<file path="config.mk">
export PLATFORM = sky130hd
export DESIGN_NAME = a429_serial_tx
export DESIGN_NICKNAME = d
export VERILOG_FILES = /design/src/rtl/a429_tx_pkg.sv /design/src/rtl/a429_tx_stage.sv /design/src/rtl/a429_tx_fifo.sv /design/src/rtl/a429_tx_baud.sv /design/src/rtl/a429_tx_shift.sv /design/src/rtl/a429_serial_tx.sv
export SDC_FILE = /design/constraint.sdc
export NUM_CORES = 1
export LEC_CHECK = 0
export ABC_AREA = 1
export ABC_CLOCK_PERIOD_IN_PS = 3200
export BUFFER_PORTS_ARGS = -buffer_cell sky130_fd_sc_hd__clkbuf_2
export CAP_MARGIN = 20
export CORE_MARGIN = 4
export CORE_UTILIZATION = 40
export DETAILED_ROUTE_END_ITERATION = 10
export GPL_ROUTABILITY_DRIVEN = 0
export PLACE_DENSITY = 0.61
export SLEW_MARGIN = 0
export SYNTH_ARGS = -nofsm -noshare
export SYNTH_HDL_FRONTEND = slang
export SYNTH_SLANG_ARGS = --single-unit
export TNS_END_PERCENT = 100
</file>
<file path="constraint.sdc">
create_clock -name clk -period 3.2 [get_ports clk]
set_input_delay 0.32 -clock clk [delete_from_list [all_inputs] [get_ports clk]]
set_output_delay 0.32 -clock clk [all_outputs]
set_load 0.005 [all_outputs]
</file>
<file path="src/rtl/a429_tx_pkg.sv">
package a429_tx_pkg;

    localparam int unsigned DEF_WORD_W     = 31;
    localparam int unsigned DEF_HALF_W     = 16;
    localparam int unsigned DEF_DEPTH      = 8;
    localparam int unsigned DEF_SHORT_BITS = 24;
    localparam int unsigned DEF_GAP_BITS   = 4;
    localparam int unsigned DEF_FAST_DIV   = 10;
    localparam int unsigned DEF_SLOW_DIV   = 80;

    typedef enum logic [1:0] {
        ST_IDLE = 2'd0,
        ST_DATA = 2'd1,
        ST_GAP  = 2'd2
    } tx_state_e;

    // Parity bit from the XOR of the data bits and the selected sense.
    function automatic logic parity_bit(input logic data_xor, input logic even_sel);
        return data_xor ^ ~even_sel;
    endfunction

endpackage

</file>
<file path="src/rtl/a429_tx_stage.sv">
module a429_tx_stage #(
    parameter int unsigned HALF_W = 16,
    parameter int unsigned WORD_W = 31
) (
    input  logic              clk,
    input  logic              rst,
    input  logic              tx_en,
    input  logic              load_lo,
    input  logic              load_hi,
    input  logic [HALF_W-1:0] host_data,
    output logic              push,
    output logic [WORD_W-1:0] push_word
);
    localparam int unsigned UPPER_W = WORD_W - HALF_W;

    logic              lo_d, hi_d;
    logic [HALF_W-1:0] lo_q;
    logic              lo_rise, hi_rise;

    assign lo_rise = load_lo && !lo_d;
    assign hi_rise = load_hi && !hi_d;

    always_ff @(posedge clk) begin
        if (rst) begin
            lo_d <= 1'b0;
            hi_d <= 1'b0;
            lo_q <= '0;
        end else begin
            lo_d <= load_lo;
            hi_d <= load_hi;
            if (lo_rise && !tx_en) lo_q <= host_data;
        end
    end

    assign push      = hi_rise && !tx_en;
    assign push_word = {host_data[UPPER_W-1:0], lo_q};

endmodule

</file>
<file path="src/rtl/a429_tx_fifo.sv">
module a429_tx_fifo #(
    parameter int unsigned WORD_W = 31,
    parameter int unsigned DEPTH  = 8
) (
    input  logic                       clk,
    input  logic                       rst,
    input  logic                       push,
    input  logic [WORD_W-1:0]          wdata,
    input  logic                       pop,
    output logic [WORD_W-1:0]          rdata,
    output logic                       empty,
    output logic [$clog2(DEPTH+1)-1:0] count
);
    localparam int unsigned PTR_W = (DEPTH > 1) ? $clog2(DEPTH) : 1;
    localparam int unsigned CNT_W = $clog2(DEPTH + 1);
    localparam logic [PTR_W-1:0] PTR_LAST = PTR_W'(DEPTH - 1);
    localparam logic [CNT_W-1:0] CNT_FULL = CNT_W'(DEPTH);

    logic [WORD_W-1:0] mem [DEPTH];
    logic [PTR_W-1:0]  wr_ptr, rd_ptr;
    logic [CNT_W-1:0]  cnt_q;
    logic              do_push, do_pop;

    assign do_push = push && (cnt_q != CNT_FULL);
    assign do_pop  = pop && (cnt_q != '0);

    for (genvar g = 0; g < DEPTH; g++) begin : g_slot
        always_ff @(posedge clk) begin
            if (do_push && (wr_ptr == PTR_W'(g))) mem[g] <= wdata;
        end
    end

    always_ff @(posedge clk) begin
        if (rst) begin
            wr_ptr <= '0;
            rd_ptr <= '0;
            cnt_q  <= '0;
        end else begin
            if (do_push) wr_ptr <= (wr_ptr == PTR_LAST) ? '0 : wr_ptr + 1'b1;
            if (do_pop)  rd_ptr <= (rd_ptr == PTR_LAST) ? '0 : rd_ptr + 1'b1;
            case ({do_push, do_pop})
                2'b10:   cnt_q <= cnt_q + 1'b1;
                2'b01:   cnt_q <= cnt_q - 1'b1;
                default: cnt_q <= cnt_q;
            endcase
        end
    end

    assign rdata = mem[rd_ptr];
    assign empty = (cnt_q == '0);
    assign count = cnt_q;

endmodule

</file>
<file path="src/rtl/a429_tx_baud.sv">
module a429_tx_baud #(
    parameter int unsigned FAST_DIV = 10,
    parameter int unsigned SLOW_DIV = 80
) (
    input  logic clk,
    input  logic rst,
    input  logic rate_slow,
    output logic tick,
    output logic first_half
);
    localparam int unsigned MAX_DIV = (SLOW_DIV > FAST_DIV) ? SLOW_DIV : FAST_DIV;
    localparam int unsigned CNT_W   = $clog2(MAX_DIV);
    localparam logic [CNT_W-1:0] FAST_LIM  = CNT_W'(FAST_DIV - 1);
    localparam logic [CNT_W-1:0] SLOW_LIM  = CNT_W'(SLOW_DIV - 1);
    localparam logic [CNT_W-1:0] FAST_HALF = CNT_W'(FAST_DIV / 2);
    localparam logic [CNT_W-1:0] SLOW_HALF = CNT_W'(SLOW_DIV / 2);

    logic [CNT_W-1:0] cnt_q, lim, half;

    assign lim        = rate_slow ? SLOW_LIM : FAST_LIM;
    assign half       = rate_slow ? SLOW_HALF : FAST_HALF;
    assign tick       = (cnt_q >= lim);
    assign first_half = (cnt_q < half);

    always_ff @(posedge clk) begin
        if (rst)       cnt_q <= '0;
        else if (tick) cnt_q <= '0;
        else           cnt_q <= cnt_q + 1'b1;
    end

endmodule

</file>
<file path="src/rtl/a429_tx_shift.sv">
module a429_tx_shift
    import a429_tx_pkg::*;
#(
    parameter int unsigned WORD_W     = 31,
    parameter int unsigned SHORT_BITS = 24,
    parameter int unsigned GAP_BITS   = 4
) (
    input  logic              clk,
    input  logic              rst,
    input  logic              tick,
    input  logic              first_half,
    input  logic              tx_en,
    input  logic              fifo_empty,
    input  logic [WORD_W-1:0] fifo_word,
    input  logic              len_short,
    input  logic              parity_even,
    output logic              pop,
    output logic              line_a,
    output logic              line_b,
    output logic              in_data
);
    localparam int unsigned IDX_W = $clog2(WORD_W + 1);
    localparam int unsigned GAP_W = $clog2(GAP_BITS + 1);
    localparam logic [GAP_W-1:0] GAP_LAST = GAP_W'(GAP_BITS - 1);
    localparam logic [IDX_W-1:0] LAST_LONG  = IDX_W'(WORD_W);
    localparam logic [IDX_W-1:0] LAST_SHORT = IDX_W'(SHORT_BITS);

    tx_state_e         state_q;
    logic [WORD_W:0]   sr_q;
    logic [IDX_W-1:0]  idx_q, last_q;
    logic [GAP_W-1:0]  gap_q;
    logic              start;

    // Data bits kept up to the selected length, parity placed just above them.
    function automatic logic [WORD_W:0] make_frame(input logic [WORD_W-1:0] w,
                                                   input logic short_sel,
                                                   input logic even_sel);
        logic [WORD_W:0] f;
        logic            x;
        int              n;
        n = short_sel ? int'(SHORT_BITS) : int'(WORD_W);
        f = '0;
        x = 1'b0;
        for (int i = 0; i < int'(WORD_W); i++) begin
            if (i < n) begin
                f[i] = w[i];
                x    = x ^ w[i];
            end
        end
        f[n] = parity_bit(x, even_sel);
        return f;
    endfunction

    assign start = tx_en && tick && !fifo_empty &&
                   ((state_q == ST_IDLE) || ((state_q == ST_GAP) && (gap_q == GAP_LAST)));
    assign pop   = start;

    always_ff @(posedge clk) begin
        if (rst) begin
            state_q <= ST_IDLE;
            sr_q    <= '0;
            idx_q   <= '0;
            last_q  <= '0;
            gap_q   <= '0;
        end else if (!tx_en) begin
            state_q <= ST_IDLE;
        end else if (tick) begin
            if (start) begin
                state_q <= ST_DATA;
                sr_q    <= make_frame(fifo_word, len_short, parity_even);
                idx_q   <= '0;
                last_q  <= len_short ? LAST_SHORT : LAST_LONG;
            end else begin
                case (state_q)
                    ST_DATA: begin
                        if (idx_q == last_q) begin
                            state_q <= ST_GAP;
                            gap_q   <= '0;
                        end else begin
                            idx_q <= idx_q + 1'b1;
                            sr_q  <= sr_q >> 1;
                        end
                    end
                    ST_GAP: begin
                        if (gap_q == GAP_LAST) state_q <= ST_IDLE;
                        else                   gap_q   <= gap_q + 1'b1;
                    end
                    default: state_q <= ST_IDLE;
                endcase
            end
        end
    end

    assign in_data = (state_q == ST_DATA);
    assign line_a  = in_data && first_half && sr_q[0];
    assign line_b  = in_data && first_half && !sr_q[0];

endmodule

</file>
<file path="src/rtl/a429_serial_tx.sv">
module a429_serial_tx
    import a429_tx_pkg::*;
#(
    parameter int unsigned WORD_W     = DEF_WORD_W,
    parameter int unsigned HALF_W     = DEF_HALF_W,
    parameter int unsigned DEPTH      = DEF_DEPTH,
    parameter int unsigned SHORT_BITS = DEF_SHORT_BITS,
    parameter int unsigned GAP_BITS   = DEF_GAP_BITS,
    parameter int unsigned FAST_DIV   = DEF_FAST_DIV,
    parameter int unsigned SLOW_DIV   = DEF_SLOW_DIV
) (
    input  logic              clk,
    input  logic              rst,
    input  logic [HALF_W-1:0] host_data,
    input  logic              load_lo,
    input  logic              load_hi,
    input  logic              tx_en,
    input  logic              len_short,
    input  logic              rate_slow,
    input  logic              parity_even,
    output logic              line_a,
    output logic              line_b,
    output logic              bit_clk,
    output logic              tx_ready
);
    localparam int unsigned CNT_W = $clog2(DEPTH + 1);

    logic              push, pop, fifo_empty, tick, first_half, in_data;
    logic [WORD_W-1:0] push_word, fifo_word;
    logic [CNT_W-1:0]  fifo_cnt;

    a429_tx_stage #(.HALF_W(HALF_W), .WORD_W(WORD_W)) u_stage (
        .clk(clk), .rst(rst), .tx_en(tx_en),
        .load_lo(load_lo), .load_hi(load_hi), .host_data(host_data),
        .push(push), .push_word(push_word)
    );

    a429_tx_fifo #(.WORD_W(WORD_W), .DEPTH(DEPTH)) u_fifo (
        .clk(clk), .rst(rst), .push(push), .wdata(push_word),
        .pop(pop), .rdata(fifo_word), .empty(fifo_empty), .count(fifo_cnt)
    );

    a429_tx_baud #(.FAST_DIV(FAST_DIV), .SLOW_DIV(SLOW_DIV)) u_baud (
        .clk(clk), .rst(rst), .rate_slow(rate_slow),
        .tick(tick), .first_half(first_half)
    );

    a429_tx_shift #(.WORD_W(WORD_W), .SHORT_BITS(SHORT_BITS), .GAP_BITS(GAP_BITS)) u_shift (
        .clk(clk), .rst(rst), .tick(tick), .first_half(first_half),
        .tx_en(tx_en), .fifo_empty(fifo_empty), .fifo_word(fifo_word),
        .len_short(len_short), .parity_even(parity_even),
        .pop(pop), .line_a(line_a), .line_b(line_b), .in_data(in_data)
    );

    assign bit_clk  = first_half;
    assign tx_ready = fifo_empty && !in_data;

endmodule

</file>
Word-level counts from Yosys, hierarchy flattened
Memory sizes are Yosys's and may differ from the RTL's. A register that Yosys moved wholly into a read port is not among the register bits.
Index checks and enable logic that the tools add are counted.
{"block": "op_classes", "add_sub_neg": 7, "mux": 367, "bitwise": 34, "n_lt_le_gt_ge": 35, "n_reduce_logical": 50, "n_eq_ne": 20}
{"op": "6-bit by 32-bit < comparator with 1-bit output (first input constant)", "count": 15}
{"op": "1-bit 2-to-1 mux", "count": 329}
{"op": "5-bit by 32-bit < comparator with 1-bit output (first input constant)", "count": 8}
{"op": "31-bit 2-to-1 mux", "count": 7}
{"op": "31-bit OR reduction", "count": 7}
{"op": "4-bit by 32-bit < comparator with 1-bit output (first input constant)", "count": 4}
{"op": "32-bit 2-to-1 mux", "count": 3}
{"op": "3-bit by 32-bit < comparator with 1-bit output (first input constant)", "count": 2}
{"op": "3-bit 2-to-1 mux", "count": 15}
{"op": "32-bit bitwise mux", "count": 1}
{"op": "32-bit by 1-bit >= comparator with 1-bit output (second input constant)", "count": 1}
{"op": "1-bit by 32-bit < comparator with 1-bit output (first input constant)", "count": 1}
{"op": "2-bit by 32-bit < comparator with 1-bit output (first input constant)", "count": 1}
{"op": "32-bit by 7-bit < comparator with 1-bit output (second input constant)", "count": 1}
{"op": "1-bit bitwise XOR", "count": 31}
{"op": "1-bit logical AND", "count": 23}
{"op": "3-bit equality test (second input constant)", "count": 5}
{"op": "5-bit 2-to-1 mux", "count": 3}
{"op": "3-bit by 1-bit adder with 3-bit output (second input constant)", "count": 3}
{"op": "3-bit by 2-bit equality test with 1-bit output (second input constant)", "count": 3}
{"op": "4-bit case mux with 2 select lines", "count": 1}
{"op": "7-bit by 1-bit adder with 7-bit output (second input constant)", "count": 1}
{"op": "7-bit >= comparator", "count": 1}
{"op": "7-bit < comparator", "count": 1}
{"op": "other kinds (30)", "count": 46}
{"block": "word_totals", "out_inout_bits": 4, "word_cells": 526, "in_bits": 24, "regBits": 82, "n_memories": 1, "ram_bits": 248}
{"memory": "u_fifo.mem", "words": 8, "width": 31, "rd": 1, "rd_ports_with_merged_regs": 1, "write_ports": 1, "line": "a429_tx_fifo.sv:19", "rtl": "logic [WORD_W-1:0] mem [DEPTH];"}

Longest topological paths before layout
Gate-level depths: netlist of run 1.
{"block": "logic_depth", "depth_word": 192, "ltp_mapped": 27, "ltp_nobuf": 25}

Modules after synthesis
Synthesis of run 1 repeated with hierarchy kept, for this count alone.
{"block": "unflattened", "cells_unflattened": 1391, "hier_area_um2": 14421.3}
{"module": "a429_tx_fifo", "n_inst": 1, "cells_per_inst": 795, "area_each_um2": 10475.0, "seq_area_each_um2": 7707.4}
{"module": "a429_tx_shift", "n_inst": 1, "cells_per_inst": 400, "area_each_um2": 2549.9, "seq_area_each_um2": 880.8}
{"module": "a429_tx_stage", "n_inst": 1, "cells_per_inst": 128, "area_each_um2": 907.1, "seq_area_each_um2": 360.3}
{"module": "a429_tx_baud", "n_inst": 1, "cells_per_inst": 66, "area_each_um2": 479.2, "seq_area_each_um2": 140.1}
{"module": "a429_serial_tx", "n_inst": 1, "cells_per_inst": 2, "area_each_um2": 10.0, "seq_area_each_um2": 0.0}

Worst setup path after synthesis of run 1
OpenSTA, ideal clock, no wires.
{"block": "synth_timing", "path_type": "register to register", "startpoint": "register u_fifo.cnt_q[1], in the netlist u_fifo.count[1]", "endpoint": "memory u_fifo.mem[0][0], enable pin", "setup_slack_ns": -0.228, "setup_ns": 0.458, "required_ns": 2.742, "path_buffers": 1, "synth_period_minus_slack_ns": 3.428, "arrival_ns": 2.970, "path_stages_with_launch": 6, "path_cell_list": "dfxtp_1 inv_1 nand4_1 nand2_1 clkbuf_1 nor3_1"}
{"block": "synth_via", "elab_chain_cells": 13, "elab_cells_between_ends": 47, "cone_classes": "eq/ne (1); mux (30); reduce/logical (16)"}
{"element": "from (decl)", "line": "a429_tx_fifo.sv:21", "rtl": "logic [CNT_W-1:0] cnt_q;"}
{"element": "from (signal assigned)", "line": "a429_tx_fifo.sv:42", "rtl": "2'b10: cnt_q <= cnt_q + 1'b1;"}
{"element": "from (signal assigned)", "line": "a429_tx_fifo.sv:43", "rtl": "2'b01: cnt_q <= cnt_q - 1'b1;"}
{"element": "from (signal assigned)", "line": "a429_tx_fifo.sv:44", "rtl": "default: cnt_q <= cnt_q;"}
{"element": "4-bit inequality test (*)", "line": "a429_tx_fifo.sv:24", "rtl": "assign do_push = push && (cnt_q != CNT_FULL);"}
{"element": "1-bit logical AND (*)", "line": "a429_tx_fifo.sv:24"}
{"element": "1-bit logical AND", "line": "a429_tx_fifo.sv:29", "rtl": "if (do_push && (wr_ptr == PTR_W'(g))) mem[g] <= wdata;"}
{"element": "1-bit 2-to-1 mux", "line": "a429_tx_fifo.sv:29"}
{"element": "1-bit 2-to-1 mux (implied by the code)", "line": "a429_tx_fifo.sv:29"}
{"element": "31-bit OR reduction (no source line)"}
{"element": "3-bit 2-to-1 mux (no source line) / 1-bit 2-to-1 mux (equally long branches) (7 in series)"}
{"element": "to (decl)", "line": "a429_tx_fifo.sv:19"}
Every way passes the cells marked *; elsewhere a longest branch is shown, timed or not.

Worst setup path after layout of run 1
{"block": "layout_timing", "startpoint": "register u_baud.cnt_q[2]", "endpoint": "register u_fifo.cnt_q[3], in the netlist u_fifo.count[3]"}
{"block": "layout_via", "elab_chain_cells": 7, "elab_cells_between_ends": 9, "cone_classes": "order compare (1); eq/ne (2); mux (1); reduce/logical (5)"}
{"element": "from (decl)", "line": "a429_tx_baud.sv:18", "rtl": "logic [CNT_W-1:0] cnt_q, lim, half;"}
{"element": "from (signal assigned)", "line": "a429_tx_baud.sv:28", "rtl": "else cnt_q <= cnt_q + 1'b1;"}
{"element": "7-bit >= comparator (*)", "line": "a429_tx_baud.sv:22", "rtl": "assign tick = (cnt_q >= lim);"}
{"element": "1-bit logical AND (*) (3 in series)", "line": "a429_tx_shift.sv:54", "rtl": "assign start = tx_en && tick && !fifo_empty &&"}
{"element": "1-bit logical AND (*)", "line": "a429_tx_fifo.sv:25", "rtl": "assign do_pop = pop && (cnt_q != '0);"}
{"element": "2-bit by 1-bit equality test with 1-bit output / 2-bit equality test (equally long branches)", "line": "a429_tx_fifo.sv:41", "rtl": "case ({do_push, do_pop})"}
{"element": "4-bit case mux with 2 select lines / 2-bit nonzero test (equally long branches)"}
Marks and branches as above.
A chain may end at the register's enable or synchronous reset.

==> results of run 1 <==
## critical path, stage by stage (launching register included)
cell                       delay (ns)
sky130_fd_sc_hd__dfxtp_1         0.45
sky130_fd_sc_hd__ha_1            0.30
sky130_fd_sc_hd__a21oi_1         0.15
sky130_fd_sc_hd__nand2_1         0.06
sky130_fd_sc_hd__nand2_1         0.06
sky130_fd_sc_hd__nand3_1         0.06
sky130_fd_sc_hd__nand2_1         0.08
sky130_fd_sc_hd__nand2_1         0.10
sky130_fd_sc_hd__nand2_1         0.15
sky130_fd_sc_hd__nor2_2          0.07
sky130_fd_sc_hd__ha_1            0.25
sky130_fd_sc_hd__ha_1            0.33
sky130_fd_sc_hd__nand2_1         0.08
sky130_fd_sc_hd__nor2_1          0.04
sky130_fd_sc_hd__a211oi_1        0.21
sky130_fd_sc_hd__xor2_1          0.16
sky130_fd_sc_hd__nand2_1         0.07
sky130_fd_sc_hd__a21oi_1         0.11
## synth_stat cells (all sizes together) (20+ instances only)
library cell | count | area, um2
nand2 | 356 | 1340
edfxtp | 248 | 7450
nor2 | 189 | 717
o21ai | 160 | 808
inv | 103 | 392
nand3 | 83 | 415
dfxtp | 82 | 1640
buf | 39 | 250
clkbuf | 33 | 124
a21oi | 29 | 149
a31oi | 26 | 163
ha | 21 | 263
o22ai | 20 | 125
## final timing paths
path                            startpoint                            end  slack [ns]  cells after the start
max             u_baud.cnt_q[2]$_SDFF_PP0_   u_fifo.count[3]$_SDFFE_PP0P_        0.39                     17
min                                load_hi        u_stage.hi_d$_SDFF_PP0_        0.02                      3
max reg2reg     u_baud.cnt_q[2]$_SDFF_PP0_   u_fifo.count[3]$_SDFFE_PP0P_        0.39                     17
min reg2reg  u_shift.sr_q[31]$_SDFFE_PP0P_  u_shift.sr_q[30]$_SDFFE_PP0P_        0.47                      2
## kinds of logic after synthesis
logic type	after synthesis	share of synthesized area
flip-flops	330	0.639
adder cells (fa/ha/maj)	22	0.0199
AO/OA/AOI/OAI	255	0.0985
buffers and inverters	177	0.0544
AND/OR/NAND/NOR	649	0.182
XOR/XNOR	11	0.00677
## layout make-up
cell class / count / area, um2
Timing Repair Buffer: 58 / 443
Clock buffer: 45 / 966
Fill cell: 3189 / 18700
Tap cell: 455 / 569
Sequential cell: 330 / 9090
Multi-Input combinational cell: 937 / 4420
Clock inverter: 20 / 214
Inverter: 105 / 399
## power by group
group	total, mW	switching (mW)	internal [mW]
combinational	0.330	0.233	0.0971
clock	4.13	1.65	2.48
sequential	4.71	0.0454	4.66
total	9.17	1.93	7.24
## stage by stage
stage,util,cells,hold slack [ns],area [um2]
2_1_floorplan,-,1444,0.398,14200
3_3_place_gp,0.429,1885,0.448,14900
3_5_place_dp,0.429,1885,0.460,14900
4_1_cts,0.463,1950,0.00404,16100
5_1_grt,0.463,1950,0.0348,16100
6_report,0.463,1950,0.0221,16100
## routing by layer
metal	wire [um]	GRT usage
met1	15100	0.238
met2	15600	0.286
met3	2000	0.0256
met4	922	0.0583
met5	0	0
## sequential cells by signal, summed over array words and instances, names as in the netlist, 2 cells and up, named ones only
register         cells
u_fifo.wr_ptr        3
u_fifo.rd_ptr        3
u_stage.lo_q        16
u_shift.state_q      2
u_fifo.count         4
u_baud.cnt_q         7
u_shift.last_q       2
u_shift.gap_q        3
u_shift.idx_q        5
u_fifo.mem         248
u_shift.sr_q        32
==> reports/results.md, run 1 <==
| Step | Quantity | Reported |
|---|---|---|
| status | Result of the run | complete, no violations |
| clocking | CTS clock-pin slew for the worst setup and hold paths | 0.06 ns |
| clocking | Largest buffer count on any clock path | 3 |
| clocking | TritonCTS clock tree | yes |
| floorplan | Die Wd | 197 um |
| routing | Overall routed net length | 33600 um |
| synthesis | Part of the Yosys area used for sequential elements | 0.639 |
| clocking | Clock insertion delay at the later pin of the skew report | 0.52 ns |
| timing | Final clock skew | 0.0185 ns |
| routing | Detail-routed net length per standard cell | 17.2 um |
| floorplan | Core footprint | 34800 um2 |
| routing | TritonRoute pass-1 iters | 5 |
| clocking | Clock Tree Root | sky130_fd_sc_hd__clkbuf_16 |
| critical path | Required time of the worst setup path | 3.64 ns |
| synthesis | Post-synthesis average cell area | 9.85 um2 |
| timing | Minimum period implied by the final worst setup slack | 2.81 ns |
| power | Power per Cell Area | 569 nW/um2 |
| power | Standby leakage power | 6.22 nW |
| clocking | Number of buffers created by CTS | 36 |
| clocking | H-tree level count | 2 |
| place | Pre-CTS setup slack | 0.259 ns |
| clocking | Setup Fix Bufs, Post-CTS | 0 |
| timing | Final Hold Fails | 0 |
| critical path | Type of origin of the critical path | flop |
| place | PortBufs | 27 |
| routing | First DRT Iteration DRCs | 763 |
| synthesis | Number of flops mapped to enable cells by yosys | 248 |
| floorplan | Site Rows | 68 |
| critical path | Worst Setup End Kind | flop |
| synthesis | Predominant post-synthesis flop cell | sky130_fd_sc_hd__edfxtp_1 |
| timing | Highest Clock Rate | 355 MHz |
| timing | Worst max-slew margin expressed relative to the limit | 0.413 |
| clocking | Hold Buf Count CTS | 0 |
| floorplan | Effective utilization at floorplan | 0.409 |
| final layout | Diode insertion count for antenna repair | 0 |
| global routing | Pin count of the biggest net entering global routing | 54 |
| synthesis | Synth warn | 0 |
| critical path | Highest fanout seen on the critical path | 6 |
| timing | Final setup vio count | 0 |
| power | Peak VDD IR | 0.508 mV |
| clocking | Sink count of the clock tree | 330 |
| power | Total power draw | 9.17 mW |
| routing | Via total after detailed routing | 10100 |
| floorplan | Io pins | 28 |
| routing | Total DRC errors in the routed layout | 0 |
| floorplan | Die outline area | 38600 um2 |
| clocking | CTS-repair resized insts | 0 |
| hold path | Path type of the worst min-delay path | primary input to flop |
| global routing | Initial antenna violation count | 0 |
| routing | Count of antenna-violating nets left after detailed routing | 0 |
| final layout | Fraction of final layout cells with drive strength greater than 1 | 0.0903 |
| critical path | Critical path start-end classification | flop to flop |
| synthesis | Number of instances in the synthesized netlist | 1444 |
| final layout | Final net count | 1514 |
| synthesis | Async set or reset register ratio after synthesis | 0 |
| global routing | Global-route wire length before repair | 53700 um |
| global routing | Aggregate global routing overflow | 0 |
| timing | Setup repair after global routing missed its margin | no |
| synthesis | Synth Net Count | 1490 |
| timing | Number of max-slew violations in the final report | 0 |
| global routing | Via count of the first global-routing pass | 9899 |
| timing | Final worst setup slack | 0.386 ns |
| synthesis | Unique cell type count in the Yosys netlist | 37 |
| timing | Pin slew with the least headroom to its limit | 0.880 ns |
| final layout | P&R area growth vs syn | 13.2% |
| final layout | Most common cell after layout, fill and taps aside | sky130_fd_sc_hd__nand2_1 |
| final layout | Highest-count cells in the layout ignoring fill and taps | 356 x sky130_fd_sc_hd__nand2_1, 248 x sky130_fd_sc_hd__edfxtp_1, 184 x sky130_fd_sc_hd__nor2_1 |
| synthesis | Count of state elements after synthesis | 330 |
| run | Maxcap violations | 0 |
| synthesis | Post-synth design cell area | 14200 um2 |
| timing | Period utilization | 0.880 |
| place | HPWL after DPL | 19100 um |
| routing | Detailed-route vias per instance | 5.19 |
| timing | Total negative slack | 0 ns |
| floorplan | Vertical extent of the die | 197 um |
| critical path | Worst Path Arrival | 3.26 ns |
| global routing | Total global routing track utilization | 0.174 |
(Power assumes the default switching activity.)
==> inputs of run 2 (changes only) <==
CORE_ASPECT_RATIO = 1.4   (was default)
PLACE_DENSITY = 0.56   (was 0.61)
==> run 2 against run 1 <==
Combinational power grew 1%. Utilization shrank 0.72 points. Worst hold slack gained 0.013 ns.
==> reports/results.md, run 2 (synthesis results as in run 1) <==
| Step | Quantity | Reported |
|---|---|---|
| floorplan | Effective utilization at floorplan | 0.406 |
| timing | Highest Clock Rate | 355 MHz |
| run | Maxcap violations | 0 |
| final layout | Most common cell after layout, fill and taps aside | sky130_fd_sc_hd__nand2_1 |
| final layout | Diode insertion count for antenna repair | 0 |
| final layout | Flip-flop count of the largest register, all copies and words added | 248 |
| final layout | Fraction of final layout cells with drive strength greater than 1 | 0.0910 |
| critical path | Required time of the worst setup path | 3.60 ns |
| clocking | Clock insertion delay at the later pin of the skew report | 0.52 ns |
| timing | Final clock skew | 0.0216 ns |
| critical path | Worst Setup End Kind | flop |
| floorplan | Io pins | 28 |
| routing | Detailed-route vias per instance | 5.12 |
| place | HPWL after DPL | 19900 um |
| final layout | Highest-count cells in the layout ignoring fill and taps | 356 x sky130_fd_sc_hd__nand2_1, 248 x sky130_fd_sc_hd__edfxtp_1, 184 x sky130_fd_sc_hd__nor2_1 |
| final layout | Sequential cell area in the final layout | 9090 um2 |
| timing | Worst hold slack across all endpoints | 0.0354 ns |
| critical path | Most frequent cell on the critical path | sky130_fd_sc_hd__nand2_1 |
| clocking | Setup Fix Bufs, Post-CTS | 0 |
| final layout | Final design utilization | 0.456 |
| power | Peak VDD IR | 0.424 mV |
| timing | Pin slew with the least headroom to its limit | 0.840 ns |
| floorplan | Vertical extent of the die | 231 um |
| timing | Final Hold Fails | 0 |
| clocking | Largest buffer count on any clock path | 3 |
| routing | Total DRC errors in the routed layout | 0 |
| critical path | Worst Path Arrival | 3.22 ns |
| clocking | Hold Buf Count CTS | 0 |
| hold path | Cell depth of the worst min-delay path | 3 |
| critical path | Largest stage delay, worst path | 0.45 ns |
| final layout | Regs by FF count | u_fifo.mem x248, u_shift.sr_q x32, u_stage.lo_q x16 |
| routing | First DRT Iteration DRCs | 614 |
| hold path | Path type of the worst min-delay path | primary input to flop |
| critical path | Type of origin of the critical path | flop |
| floorplan | Core footprint | 35100 um2 |
| clocking | Sink count of the clock tree | 330 |
| power | Standby leakage power | 6.16 nW |
| global routing | Global-route wire length before repair | 54300 um |
| critical path | Sequence of cells on the critical path | inv_4 > buf_12 > buf_4 > nor2_1 > o211ai_1 > nand3_1 > xor2_1 > nand3_1 > nand2_1 > nand2_1 > nand2_1 > nand2_1 > nand2_1 > nand3_1 > nand3_1 > nand2_1 > nand2_1 > a21oi_2 |
| power | Power per Cell Area | 545 nW/um2 |
| routing | Overall routed net length | 34500 um |
| global routing | Initial antenna violation count | 1 |
| clocking | Number of buffers created by CTS | 34 |
| final layout | P&R area growth vs syn | 12.3% |
| final layout | Multi-input combinational cell area | 4420 um2 |
| floorplan | Die Wd | 167 um |
| clocking | CTS-repair resized insts | 0 |
| clocking | CTS clock-pin slew for the worst setup and hold paths | 0.06 ns |
| routing | Detail-routed net length per standard cell | 17.7 um |
| timing | Final setup vio count | 0 |
| clocking | TritonCTS clock tree | yes |
| routing | TritonRoute pass-1 iters | 5 |
| global routing | Via count of the first global-routing pass | 9577 |
| final layout | Final net count | 1515 |
| floorplan | Die outline area | 38700 um2 |
| timing | Worst max-slew margin expressed relative to the limit | 0.439 |
| timing | Minimum period implied by the final worst setup slack | 2.82 ns |
| clocking | Clock Tree Root | sky130_fd_sc_hd__clkbuf_16 |
| place | PortBufs | 27 |
| global routing | Total global routing track utilization | 0.178 |
| final layout | Number of filler cells placed in the layout | 3349 |
| global routing | Aggregate global routing overflow | 0 |
| place | Dpl cells | 1889 |
| timing | Setup repair after global routing missed its margin | no |
| timing | Number of max-slew violations in the final report | 0 |
| status | Result of the run | complete, no violations |
| clocking | H-tree level count | 2 |
| timing | Period utilization | 0.881 |
| floorplan | Site Rows | 81 |
| global routing | Pin count of the biggest net entering global routing | 70 |
| critical path | Highest-delay cell along the critical path | sky130_fd_sc_hd__dfxtp_4 |
| final layout | Finished Layout Cells | 1951 |
| routing | Via total after detailed routing | 9983 |
| critical path | Path depth of the worst reg2reg path | 18 |
| routing | Count of antenna-violating nets left after detailed routing | 0 |
| final layout | Top register by number of flip-flops | u_fifo.mem |
| critical path | Critical path start-end classification | flop to flop |
| critical path | Highest fanout seen on the critical path | 40 |
run 2: per-layer routing:
layer,up-vias,routed length [um],share of wire,GRT usage
li1,4964,-,-,-
met1,4743,15200,0.44,0.235
met2,225,17000,0.49,0.310
met3,51,1610,0.047,0.0242
met4,0,691,0.020,0.0467
met5,-,0,0,0
run 2: area by class of cell:
| class | instances | area share |
|---|---|---|
| inverter | 105 | 0.0252 |
| timing repair buffer | 61 | 0.0294 |
| multi-input combinational | 937 | 0.277 |
| clock inverter | 17 | 0.00611 |
| sequential | 330 | 0.569 |
| tap | 456 | 0.0357 |
| clock buffer | 45 | 0.0578 |
run 2: worst paths after layout:
check | start | end | slack, ns
max | flop | u_shift.sr_q[24]$_SDFFE_PP0P_ | 0.38
min | load_hi | u_stage.hi_d$_SDFF_PP0_ | 0.04
max reg2reg | flop | u_shift.sr_q[24]$_SDFFE_PP0P_ | 0.38
min reg2reg | u_shift.gap_q[2]$_SDFFE_PP0P_ | u_shift.gap_q[2]$_SDFFE_PP0P_ | 0.46
run 2: metrics by stage:
stage	worst slack (ns)	cell area [um2]	setup TNS [ns]	total power, mW
5_1_grt	0.0406	16000	0	9.02
2_1_floorplan	-0.228	14200	-42.41	4.99
3_5_place_dp	0.264	14900	0	5.14
6_report	0.380	16000	0	8.70
3_3_place_gp	0.290	14900	0	5.13
4_1_cts	0.252	16000	0	8.80
run 2: where the power goes:
| group | internal [mW] | switching [mW] |
|---|---|---|
| combinational | 0.0978 | 0.236 |
| clock | 2.05 | 1.61 |
| sequential | 4.66 | 0.0451 |
| total | 6.81 | 1.90 |
run 2: worst max-delay path, delay by kind of cell (launching register included):
kind / cells / cell delay [ns]
AOI/OAI and AO/OA: 2 / 0.25
buffers and inverters: 3 / 0.67
xor gates and xnor gates: 1 / 0.26
and+or+nand+nor: 12 / 1.04
DFF: 1 / 0.45
==> inputs of run 3 (changes only) <==
SYNTH_HIERARCHICAL = 1   (was default)
==> run 3 against run 2 <==
Area after synthesis rose by 1.4%. Flip-flop and latch count did not move. Global-route usage fell by 0.97 points. Sequential share of layout area rose by 0.46 points. Via count fell by 3.5%.
==> reports/results.md, run 3 <==
| Step | Quantity | Reported |
|---|---|---|
| clocking | Number of buffers created by CTS | 34 |
| global routing | Global routing's busiest layer | met2 |
| clocking | Setup Fix Bufs, Post-CTS | 0 |
| hold path | Path type of the worst min-delay path | primary input to flop |
| timing | Final setup vio count | 0 |
| floorplan | Vertical extent of the die | 233 um |
| routing | First DRT Iteration DRCs | 607 |
| synthesis | Cell types with the largest area share after synthesis | sky130_fd_sc_hd__edfxtp_1 52%, sky130_fd_sc_hd__dfxtp_1 11%, sky130_fd_sc_hd__nand2_1 7.4% |
| critical path | Buffers & Inverters on Critical Path | 5 |
| critical path | Critical path start-end classification | flop to flop |
| final layout | Fraction of final layout cells with drive strength greater than 1 | 0.0896 |
| floorplan | Die Wd | 168 um |
| timing | Highest Clock Rate | 364 MHz |
| synthesis | Cell with the most instances after synthesis | sky130_fd_sc_hd__nand2_1 |
| critical path | Worst Path Arrival | 3.16 ns |
| clocking | Clock Tree Root | sky130_fd_sc_hd__clkbuf_16 |
| routing | Overall routed net length | 32700 um |
| synthesis | Synth Net Count | 1436 |
| floorplan | Effective utilization at floorplan | 0.404 |
| global routing | Pin count of the biggest net entering global routing | 72 |
| final layout | Most common cell after layout, fill and taps aside | sky130_fd_sc_hd__nand2_1 |
| routing | Total DRC errors in the routed layout | 0 |
| power | Power per Cell Area | 549 nW/um2 |
| run | Maxcap violations | 0 |
| synthesis | Number of instances in the synthesized netlist | 1391 |
| global routing | Total global routing track utilization | 0.168 |
| critical path | Highest-delay cell along the critical path | sky130_fd_sc_hd__dfxtp_1 |
| routing | Count of antenna-violating nets left after detailed routing | 0 |
| status | Result of the run | complete, no violations |
| floorplan | Site Rows | 82 |
| routing | Detail-routed net length per standard cell | 17.4 um |
| final layout | Highest-count cells in the layout ignoring fill and taps | 285 x sky130_fd_sc_hd__nand2_1, 248 x sky130_fd_sc_hd__edfxtp_1, 176 x sky130_fd_sc_hd__nor2_1 |
| timing | Worst hold slack across all endpoints | 0.0406 ns |
| clocking | Largest buffer count on any clock path | 3 |
| synthesis | Post-synth design cell area | 14400 um2 |
| synthesis | Area share of the leading cell type in the synthesized netlist | 0.516 |
| global routing | Global-route wire length before repair | 52100 um |
| final layout | Final net count | 1438 |
| clocking | TritonCTS clock tree | yes |
| final layout | Regs by FF count | u_fifo/mem x248, u_shift/sr_q x32, u_stage/lo_q x16 |
| global routing | GR Layer Usage met3 | 0.0252 |
| routing | TritonRoute pass-1 iters | 5 |
| synthesis | Unique cell type count in the Yosys netlist | 39 |
| floorplan | Core footprint | 35700 um2 |
| clocking | Clock insertion delay at the later pin of the skew report | 0.51 ns |
| synthesis | Number of flops mapped to enable cells by yosys | 248 |
| final layout | P&R area growth vs syn | 9.93% |
| routing | Via total after detailed routing | 9631 |
| clocking | CTS clock-pin slew for the worst setup and hold paths | 0.06 ns |
| critical path | Sequence of cells on the critical path | ha_1 > nand2_1 > nor2_1 > nand2_2 > nand2_1 > nand2_1 > inv_1 > nand3_2 > inv_1 > nand2_1 > inv_1 > ha_1 > nand2_1 > inv_1 > nor2_1 > ha_1 > a21oi_1 > xnor2_1 > o21ai_0 > inv_1 |
| final layout | Diode insertion count for antenna repair | 0 |
| synthesis | Predominant post-synthesis flop cell | sky130_fd_sc_hd__edfxtp_1 |
| critical path | Worst Setup End Kind | flop |
| synthesis | Largest area contributor in the synthesized netlist | sky130_fd_sc_hd__edfxtp_1 |
| timing | Setup repair after global routing missed its margin | no |
| global routing | Aggregate global routing overflow | 0 |
| clocking | CTS-repair resized insts | 0 |
| critical path | Register-to-register path setup slack | 0.45 ns |
| timing | Final Hold Fails | 0 |
| power | Total power draw | 8.70 mW |
| timing | Period utilization | 0.859 |
| synthesis | Most common library cells after synthesis | 285 x sky130_fd_sc_hd__nand2_1, 248 x sky130_fd_sc_hd__edfxtp_1, 178 x sky130_fd_sc_hd__nor2_1 |
| timing | Final clock skew | 0.0177 ns |
| timing | Pin slew with the least headroom to its limit | 0.988 ns |
| clocking | H-tree level count | 2 |
| routing | Detailed-route vias per instance | 5.12 |
| synthesis | Part of the Yosys area used for sequential elements | 0.630 |
| power | Peak VDD IR | 0.326 mV |
| place | HPWL after DPL | 18400 um |
| critical path | Type of origin of the critical path | flop |
| critical path | Required time of the worst setup path | 3.61 ns |
| synthesis | Synth warn | 6 |
| floorplan | Die outline area | 39200 um2 |
| synthesis | Async set or reset register ratio after synthesis | 0 |
| place | PortBufs | 27 |
| final layout | Top register by number of flip-flops | u_fifo/mem |
| clocking | Sink count of the clock tree | 330 |
| timing | Worst max-slew margin expressed relative to the limit | 0.340 |
| global routing | Met1 capacity usage during global routing | 0.218 |
| synthesis | Count of state elements after synthesis | 330 |
| timing | Number of max-slew violations in the final report | 0 |
| floorplan | Io pins | 28 |
| global routing | Initial antenna violation count | 0 |
| synthesis | Post-synthesis average cell area | 10.4 um2 |
| global routing | Via count of the first global-routing pass | 9379 |
| global routing | Global Route met2 Usage | 0.286 |
| final layout | Flip-flop count of the largest register, all copies and words added | 248 |
| critical path | Kind of cell with the highest combined delay on the critical path | simple AND/OR/NAND/NOR gates |
| critical path | Highest fanout seen on the critical path | 5 |
| critical path | Largest stage delay, worst path | 0.35 ns |
| timing | Minimum period implied by the final worst setup slack | 2.75 ns |
| clocking | Hold Buf Count CTS | 0 |
| power | Standby leakage power | 5.84 nW |
## run 3: cell count changes after synthesis, moves of 12 or more
cell / before / now
sky130_fd_sc_hd__buf_4: 6 / 20
sky130_fd_sc_hd__clkbuf_1: 33 / 20
sky130_fd_sc_hd__mux2i_1: 0 / 31
sky130_fd_sc_hd__nand2_1: 356 / 285
sky130_fd_sc_hd__nand3_1: 83 / 46
sky130_fd_sc_hd__o21ai_0: 135 / 108
sky130_fd_sc_hd__o21ai_1: 23 / 57
sky130_fd_sc_hd__o22ai_1: 20 / 32
## run 3: stage by stage
stage / cell area [um2] / TNS (ns) / setup WS [ns] / utilization / instances
2_1_floorplan: 14400 / -44.53 / -0.240 / - / 1391
3_3_place_gp: 14800 / 0 / 0.350 / 0.416 / 1819
3_5_place_dp: 14800 / 0 / 0.290 / 0.416 / 1819
4_1_cts: 15900 / 0 / 0.433 / 0.444 / 1880
5_1_grt: 15900 / 0 / 0.115 / 0.444 / 1880
6_report: 15900 / 0 / 0.452 / 0.444 / 1880
## run 3: area by class of cell
type	instances	area [um2]
clock buffer	53	971
clock inverter	8	46.3
fill	3359	19900
inverter	102	383
multi-input combinational	875	4380
sequential	330	9100
tap	462	578
timing repair buffer	50	395
## run 3: cells by family after synthesis
family	count (synthesis)	synth area share
and+or+nand+nor	541	0.152
DFF	330	0.630
AOI/OAI and AO/OA	266	0.0990
buffers and inverters	186	0.0690
muxes	31	0.0215
adders and majority gates	21	0.0182
xor gates and xnor gates	16	0.00972
## run 3: power by group
part,total [mW],internal [mW],switching (mW)
registers,4.71,4.66,0.0454
logic,0.347,0.105,0.242
clock network,3.65,2.10,1.55
total,8.70,6.86,1.84
## run 3: tightest hold or removal path: cells and delay by family
kind,cells,cell delay (ns)
AND/OR/NAND/NOR,1,0.04
buffers and inverters,2,0.15
## run 3: final timing paths
kind,to,startpoint,cells after the start
max,u_fifo/count[2]$_SDFFE_PP0P_,u_baud/cnt_q[6]$_SDFF_PP0_,20
min,u_stage/hi_d$_SDFF_PP0_,load_hi,3
max reg2reg,u_fifo/count[2]$_SDFFE_PP0P_,u_baud/cnt_q[6]$_SDFF_PP0_,20
min reg2reg,u_shift/sr_q[31]$_SDFFE_PP0P_,u_shift/sr_q[31]$_SDFFE_PP0P_,2
## run 3: metal layers
layer  wire [um]  vias to the layer above  share of wire
met5           0                        -              0
met4        1060                        0          0.032
met3        1190                       57          0.036
met2       15800                      180           0.48
met1       14600                     4642           0.45
li1            -                     4752              -
